--- src/rtl/tbc_pkg.sv ---
package tbc_pkg;
  localparam int unsigned DEF_BANDS  = 7;
  localparam int unsigned DEF_COEF_W = 24;
  localparam int unsigned DEF_TEMP_W = 24;
  localparam int unsigned DEF_HYST_W = 8;
endpackage

--- src/rtl/tbc_table.sv ---
module tbc_table #(
  parameter int unsigned N      = tbc_pkg::DEF_BANDS,
  parameter int unsigned COEF_W = tbc_pkg::DEF_COEF_W,
  parameter int unsigned TEMP_W = tbc_pkg::DEF_TEMP_W,
  parameter int unsigned IDX_W  = $clog2(N)
) (
  input  logic              clk_i,
  input  logic              rst_ni,
  input  logic              we_i,
  input  logic [IDX_W-1:0]  idx_i,
  input  logic [COEF_W-1:0] zs_i,
  input  logic [COEF_W-1:0] fs_i,
  input  logic [TEMP_W-1:0] temp_i,
  output logic [COEF_W-1:0] zs_o   [N],
  output logic [COEF_W-1:0] fs_o   [N],
  output logic [TEMP_W-1:0] temp_o [N]
);
  for (genvar g = 0; g < N; g++) begin : g_ent
    always_ff @(posedge clk_i or negedge rst_ni) begin
      if (!rst_ni) begin
        zs_o[g]   <= '0;
        fs_o[g]   <= '0;
        temp_o[g] <= '0;
      end else if (we_i && idx_i == IDX_W'(g)) begin
        zs_o[g]   <= zs_i;
        fs_o[g]   <= fs_i;
        temp_o[g] <= temp_i;
      end
    end
  end
endmodule

--- src/rtl/tbc_band_find.sv ---
module tbc_band_find #(
  parameter int unsigned N      = tbc_pkg::DEF_BANDS,
  parameter int unsigned TEMP_W = tbc_pkg::DEF_TEMP_W,
  parameter int unsigned IDX_W  = $clog2(N)
) (
  input  logic [TEMP_W-1:0] temp_i [N],
  input  logic [TEMP_W-1:0] code_i,
  output logic [TEMP_W-1:0] mid_o  [N-1],
  output logic [IDX_W-1:0]  raw_o
);
  for (genvar k = 0; k < N - 1; k++) begin : g_mid
    logic [TEMP_W:0] sum;
    assign sum      = {1'b0, temp_i[k]} + {1'b0, temp_i[k+1]};
    assign mid_o[k] = sum[TEMP_W:1];
  end

  // table is ascending, so the count of boundaries passed is the nearest entry
  always_comb begin
    raw_o = '0;
    for (int k = 0; k < N - 1; k++) begin
      if (code_i >= mid_o[k]) raw_o = raw_o + IDX_W'(1);
    end
  end
endmodule

--- src/rtl/tbc_band_pick.sv ---
module tbc_band_pick #(
  parameter int unsigned N      = tbc_pkg::DEF_BANDS,
  parameter int unsigned TEMP_W = tbc_pkg::DEF_TEMP_W,
  parameter int unsigned HYST_W = tbc_pkg::DEF_HYST_W,
  parameter int unsigned IDX_W  = $clog2(N)
) (
  input  logic [TEMP_W-1:0] mid_i [N-1],
  input  logic [TEMP_W-1:0] code_i,
  input  logic [HYST_W-1:0] hyst_i,
  input  logic [IDX_W-1:0]  raw_i,
  input  logic [IDX_W-1:0]  cur_i,
  input  logic              valid_i,
  output logic              take_o
);
  localparam int unsigned EXT_W = TEMP_W + 1;
  localparam logic [IDX_W-1:0] LAST = IDX_W'(N - 1);

  logic [IDX_W-1:0] up_idx, dn_idx;
  logic [EXT_W-1:0] code_x, hyst_x, mid_up, mid_dn;
  logic             up_ok, dn_ok;

  assign up_idx = (cur_i < LAST) ? cur_i : '0;
  assign dn_idx = (cur_i != '0) ? cur_i - IDX_W'(1) : '0;
  assign code_x = {1'b0, code_i};
  assign hyst_x = EXT_W'(hyst_i);
  assign mid_up = {1'b0, mid_i[up_idx]};
  assign mid_dn = {1'b0, mid_i[dn_idx]};

  always_comb begin
    up_ok = 1'b0;
    dn_ok = 1'b0;
    if (raw_i > cur_i) up_ok = code_x >= (mid_up + hyst_x);
    if (raw_i < cur_i) dn_ok = (code_x + hyst_x) < mid_dn;
    take_o = !valid_i || up_ok || dn_ok;
  end
endmodule

--- src/rtl/tbc_select.sv ---
module tbc_select #(
  parameter int unsigned N      = tbc_pkg::DEF_BANDS,
  parameter int unsigned COEF_W = tbc_pkg::DEF_COEF_W,
  parameter int unsigned TEMP_W = tbc_pkg::DEF_TEMP_W,
  parameter int unsigned HYST_W = tbc_pkg::DEF_HYST_W,
  parameter int unsigned IDX_W  = $clog2(N)
) (
  input  logic              clk_i,
  input  logic              rst_ni,
  input  logic              learn_i,
  input  logic              wr_valid_i,
  input  logic [IDX_W-1:0]  wr_idx_i,
  input  logic [COEF_W-1:0] wr_zs_i,
  input  logic [COEF_W-1:0] wr_fs_i,
  input  logic [TEMP_W-1:0] wr_temp_i,
  input  logic [HYST_W-1:0] hyst_i,
  input  logic              temp_valid_i,
  input  logic [TEMP_W-1:0] temp_code_i,
  output logic              load_o,
  output logic [IDX_W-1:0]  load_band_o,
  output logic [COEF_W-1:0] load_zs_o,
  output logic [COEF_W-1:0] load_fs_o,
  output logic [IDX_W-1:0]  band_o,
  output logic              band_valid_o
);
  logic [COEF_W-1:0] zs_tab   [N];
  logic [COEF_W-1:0] fs_tab   [N];
  logic [TEMP_W-1:0] temp_tab [N];
  logic [TEMP_W-1:0] mid      [N-1];
  logic [IDX_W-1:0]  raw;
  logic              take;

  tbc_table #(.N(N), .COEF_W(COEF_W), .TEMP_W(TEMP_W), .IDX_W(IDX_W)) u_table (
    .clk_i  (clk_i),
    .rst_ni (rst_ni),
    .we_i   (learn_i & wr_valid_i),
    .idx_i  (wr_idx_i),
    .zs_i   (wr_zs_i),
    .fs_i   (wr_fs_i),
    .temp_i (wr_temp_i),
    .zs_o   (zs_tab),
    .fs_o   (fs_tab),
    .temp_o (temp_tab)
  );

  tbc_band_find #(.N(N), .TEMP_W(TEMP_W), .IDX_W(IDX_W)) u_find (
    .temp_i (temp_tab),
    .code_i (temp_code_i),
    .mid_o  (mid),
    .raw_o  (raw)
  );

  tbc_band_pick #(.N(N), .TEMP_W(TEMP_W), .HYST_W(HYST_W), .IDX_W(IDX_W)) u_pick (
    .mid_i   (mid),
    .code_i  (temp_code_i),
    .hyst_i  (hyst_i),
    .raw_i   (raw),
    .cur_i   (band_o),
    .valid_i (band_valid_o),
    .take_o  (take)
  );

  always_ff @(posedge clk_i or negedge rst_ni) begin
    if (!rst_ni) begin
      load_o       <= 1'b0;
      load_band_o  <= '0;
      load_zs_o    <= '0;
      load_fs_o    <= '0;
      band_o       <= '0;
      band_valid_o <= 1'b0;
    end else begin
      load_o <= 1'b0;
      if (learn_i) begin
        band_valid_o <= 1'b0;
      end else if (temp_valid_i && take) begin
        load_o       <= 1'b1;
        load_band_o  <= raw;
        load_zs_o    <= zs_tab[raw];
        load_fs_o    <= fs_tab[raw];
        band_o       <= raw;
        band_valid_o <= 1'b1;
      end
    end
  end
endmodule

--- config.mk ---
export PLATFORM = sky130hd
export DESIGN_NAME = tbc_select
export DESIGN_NICKNAME = d
export VERILOG_FILES = /design/src/rtl/tbc_pkg.sv /design/src/rtl/tbc_table.sv /design/src/rtl/tbc_band_find.sv /design/src/rtl/tbc_band_pick.sv /design/src/rtl/tbc_select.sv
export SDC_FILE = /design/constraint.sdc
export NUM_CORES = 1
export LEC_CHECK = 0
export BUFFER_PORTS_ARGS = -buffer_cell sky130_fd_sc_hd__clkbuf_2
export CORE_UTILIZATION = 45
export DETAILED_ROUTE_END_ITERATION = 6
export SYNTH_ARGS = -nofsm -noshare
export SYNTH_HDL_FRONTEND = slang
export SYNTH_SLANG_ARGS = --single-unit
--- constraint.sdc ---
create_clock -name clk_i -period 20.9 [get_ports clk_i]
set_clock_uncertainty 0.05 [all_clocks]
set_input_delay 2.09 -clock clk_i [delete_from_list [all_inputs] [get_ports clk_i]]
set_output_delay 2.09 -clock clk_i [all_outputs]
set_load 0.02 [all_outputs]
==> impl_metrics.env <==
export IMPL_portBuffers=167
export IMPL_wl_per_cell_um=24.1
export IMPL_r2r_end="load_fs_o[22]$_DFFE_PN0P_"
export IMPL_r2r_cells=46
export IMPL_hp_start="load_fs_o[20]$_DFFE_PN0P_"
export IMPL_ys_ff_latch=557
export IMPL_layout_min_cycle_time_ns=11.75
export IMPL_post_route_period_util_pct=56.2
export IMPL_n_fill_cell=7786
export IMPL_yosysSeqAreaShare_pct=36.3
export IMPL_whs_endpoint="load_fs_o[20]$_DFFE_PN0P_"
export IMPL_path_clk_slew_ns=0.06
export IMPL_preCtsSetupSlack_ns=8.83
export IMPL_io_pins=168
export IMPL_antenna_found_initial=10
export IMPL_ys_types=103
export IMPL_stdcell_area_um2=42400
export IMPL_r2r_start="u_table.temp_o[96]$_DFFE_PN0P_"
export IMPL_cts_root_buf="clkbuf_16"
export IMPL_cts_made_buffers=56
export IMPL_grt_ovfl_total=0
export IMPL_syn_nets=4074
export IMPL_fin_setup_tns_ns=0
export IMPL_die_h_um=294
export IMPL_worstSetupStartpoint="u_table.temp_o[96]$_DFFE_PN0P_"
export IMPL_rows=106
export IMPL_dieWidth_um=294
export IMPL_netlist_area_um2=38500
export IMPL_ys_async_sr_fraction_pct=100
export IMPL_crit_path_max_incr_delay_ns=0.80
export IMPL_worst_r2r_setup_slack_ns=9.15
export IMPL_cts_sinks=557
export IMPL_drt_iter0_drc=2297
export IMPL_holdWs_ns=0.434
export IMPL_synth_edf_count=0
export IMPL_worstSetupPathType="flip-flop to flip-flop"
export IMPL_path_max_fanout=49
export IMPL_drtPass1Iterations=5
export IMPL_start_util_pct=45.7
export IMPL_post_cts_buffers=0
export IMPL_yosys_warnings=0
export IMPL_cp_end_kind="flip-flop"
export IMPL_cts_tree="built"
export IMPL_core_area_um2=84100
export IMPL_clock_latency_ns=0.63
export IMPL_fmax_ghz=0.0851
export IMPL_status="completed"
export IMPL_clockBufferDepth=3
export IMPL_grt_max_degree=152
export IMPL_hpwl_um=86600
export IMPL_holdPathStages=1
export IMPL_drive_above_1_share_pct=24.7
export IMPL_syn_inst=3601
export IMPL_avgSynthCellArea_um2=10.7
export IMPL_nNetsFinal=4177
export IMPL_dpl_instance_area_um2=40400
export IMPL_finalHoldViolations=0
export IMPL_areaGrowthSynthToFinish_pct=10.2
export IMPL_layout_common_cells="dfrtp_1 (555), mux2_2 (533), ha_1 (353), a21oi_1 (261), nand2_1 (199)"
export IMPL_via_count=30100
export IMPL_gp_congestion=1.00
export IMPL_drc=0
export IMPL_via_per_inst=6.16
export IMPL_ys_dominant_reg_cell="dfrtp_1"
export IMPL_finalWorstSetupSlack_ns=9.15
export IMPL_grt_pass1_vias=29700
export IMPL_cap_violations=0
export IMPL_grt_usage_pct=27.2
export IMPL_htreeDepth=2
export IMPL_layout_cells_most_common="dfrtp_1"
export IMPL_rsz0062_at_grt="false"
export IMPL_relSlewSlack_pct=28.8
export IMPL_grt_pass1_wl_um=180000
export IMPL_slew_viol_final=0
export IMPL_critPathLaunchType="flip-flop"
export IMPL_cpMostUsedCell="a21o_1"
export IMPL_worst_pin_slew_ns=1.05
export IMPL_setup_viol=0
export IMPL_drtAntennaViolNets=0
export IMPL_cp_data_required_time_ns=21.35
export IMPL_post_cts_resized=0
export IMPL_hold_path_class="flip-flop to flip-flop"
export IMPL_cp_slowest_cell="buf_4"
export IMPL_dieArea_um2=86600
export IMPL_wl_um=118000
export IMPL_worst_endpoint_arrival_ns=12.20
export IMPL_hold_buffers=0
## kinds of logic (layout without fill, tap and decap cells)
group / after synthesis / after routing / synth area share (%)
flip-flops: 557 / 557 / 36.3
AO/OA/AOI/OAI: 939 / 939 / 16.9
buffers and inverters: 249 / 395 / 2.74
XOR/XNOR: 166 / 166 / 3.90
adder cells (fa/ha/maj): 361 / 361 / 11.9
other: 0 / 5 / 0
multiplexers: 681 / 681 / 20.3
AND/OR/NAND/NOR: 648 / 648 / 8.00
## per-stage QoR
| stage | instances | utilization (%) |
|---|---|---|
| 2_1_floorplan | 3601 | - |
| 6_report | 4886 | 50.4 |
| 4_1_cts | 4881 | 50.4 |
| 3_3_place_gp | 4780 | 48.1 |
| 3_5_place_dp | 4780 | 48.1 |
| 5_1_grt | 4885 | 50.4 |
## per-layer routing
metal	wire [µm]	GRT usage [%]
met3	6930	4.25
met2	53600	43.9
met1	53900	37.6
met4	3270	7.77
met5	74	0
## cells in the mapped netlist (8+ instances only)
cell	instances	share of area [%]
a211oi_1	32	0.62
a21o_1	95	1.9
nor3b_1	8	0.16
o31ai_1	14	0.27
a221o_1	60	1.6
nor3_1	39	0.51
nor2b_1	19	0.31
a2bb2oi_1	11	0.25
nor2_1	177	1.7
and3_1	19	0.31
fa_1	8	0.42
o21bai_1	19	0.37
xnor2_1	90	2.1
nand2b_1	27	0.44
o21ai_0	120	1.6
clkbuf_1	124	1.2
nand2_1	199	1.9
mux2_2	533	16
mux2_4	18	0.70
a31oi_1	26	0.42
o21a_1	31	0.61
o21ai_1	12	0.16
nand3_1	44	0.57
mux4_2	17	1.0
ha_1	353	11
o211ai_1	25	0.49
inv_1	77	0.75
buf_4	8	0.16
nand4_1	51	0.83
and2_1	17	0.28
buf_6	8	0.23
mux2i_1	109	2.8
a22oi_1	19	0.37
dfrtp_1	557	36
a221oi_1	62	1.4
or3_1	12	0.20
a21oi_1	262	3.4
buf_2	21	0.27
xor2_1	72	1.6
o22ai_1	40	0.65
## worst max path at each step
stage	endpoint	slack [ns]	depth (start not counted)
floorplan	load_fs_o[19]$_DFFE_PN0P_	10.99	40
CTS	load_fs_o[22]$_DFFE_PN0P_	9.23	46
finish	load_fs_o[22]$_DFFE_PN0P_	9.15	46
global placement	load_zs_o[1]$_DFFE_PN0P_	8.93	41
detailed placement	load_fs_o[22]$_DFFE_PN0P_	8.83	41
global route	load_fs_o[22]$_DFFE_PN0P_	8.29	46
## state kept, by name (all words and copies together), names as in the netlist
register        flops
u_table.fs_o      168
band_o              3
load_fs_o          24
u_table.zs_o      168
load_zs_o          24
band_valid_o        1
load_o              1
u_table.temp_o    168
## layout make-up
class | count | area, µm² | share of cell area [%]
multi-input cells | 2795 | 23600 | 55.6
flip-flops and latches | 557 | 13900 | 32.9
repair buffers | 213 | 1220 | 2.87
inverters | 81 | 305 | 0.721
well taps | 1134 | 1420 | 3.35
clock buffers | 84 | 1660 | 3.91
diodes | 5 | 12.5 | 0.0295
clock inverters | 17 | 253 | 0.597
## worst max-delay path: cells and delay by family (launching register included)
| family | cells | cell delay, ns |
|---|---|---|
| AOI/OAI and AO/OA | 24 | 5.23 |
| xor gates and xnor gates | 1 | 0.32 |
| adders and majority gates | 7 | 2.20 |
| buffers and inverters | 4 | 1.10 |
| DFF | 1 | 0.42 |
| muxes | 2 | 0.70 |
| and+or+nand+nor | 8 | 1.50 |
Power is not shown: default switching activity piles up to over one toggle a cycle in this logic, so the estimate is an artifact.
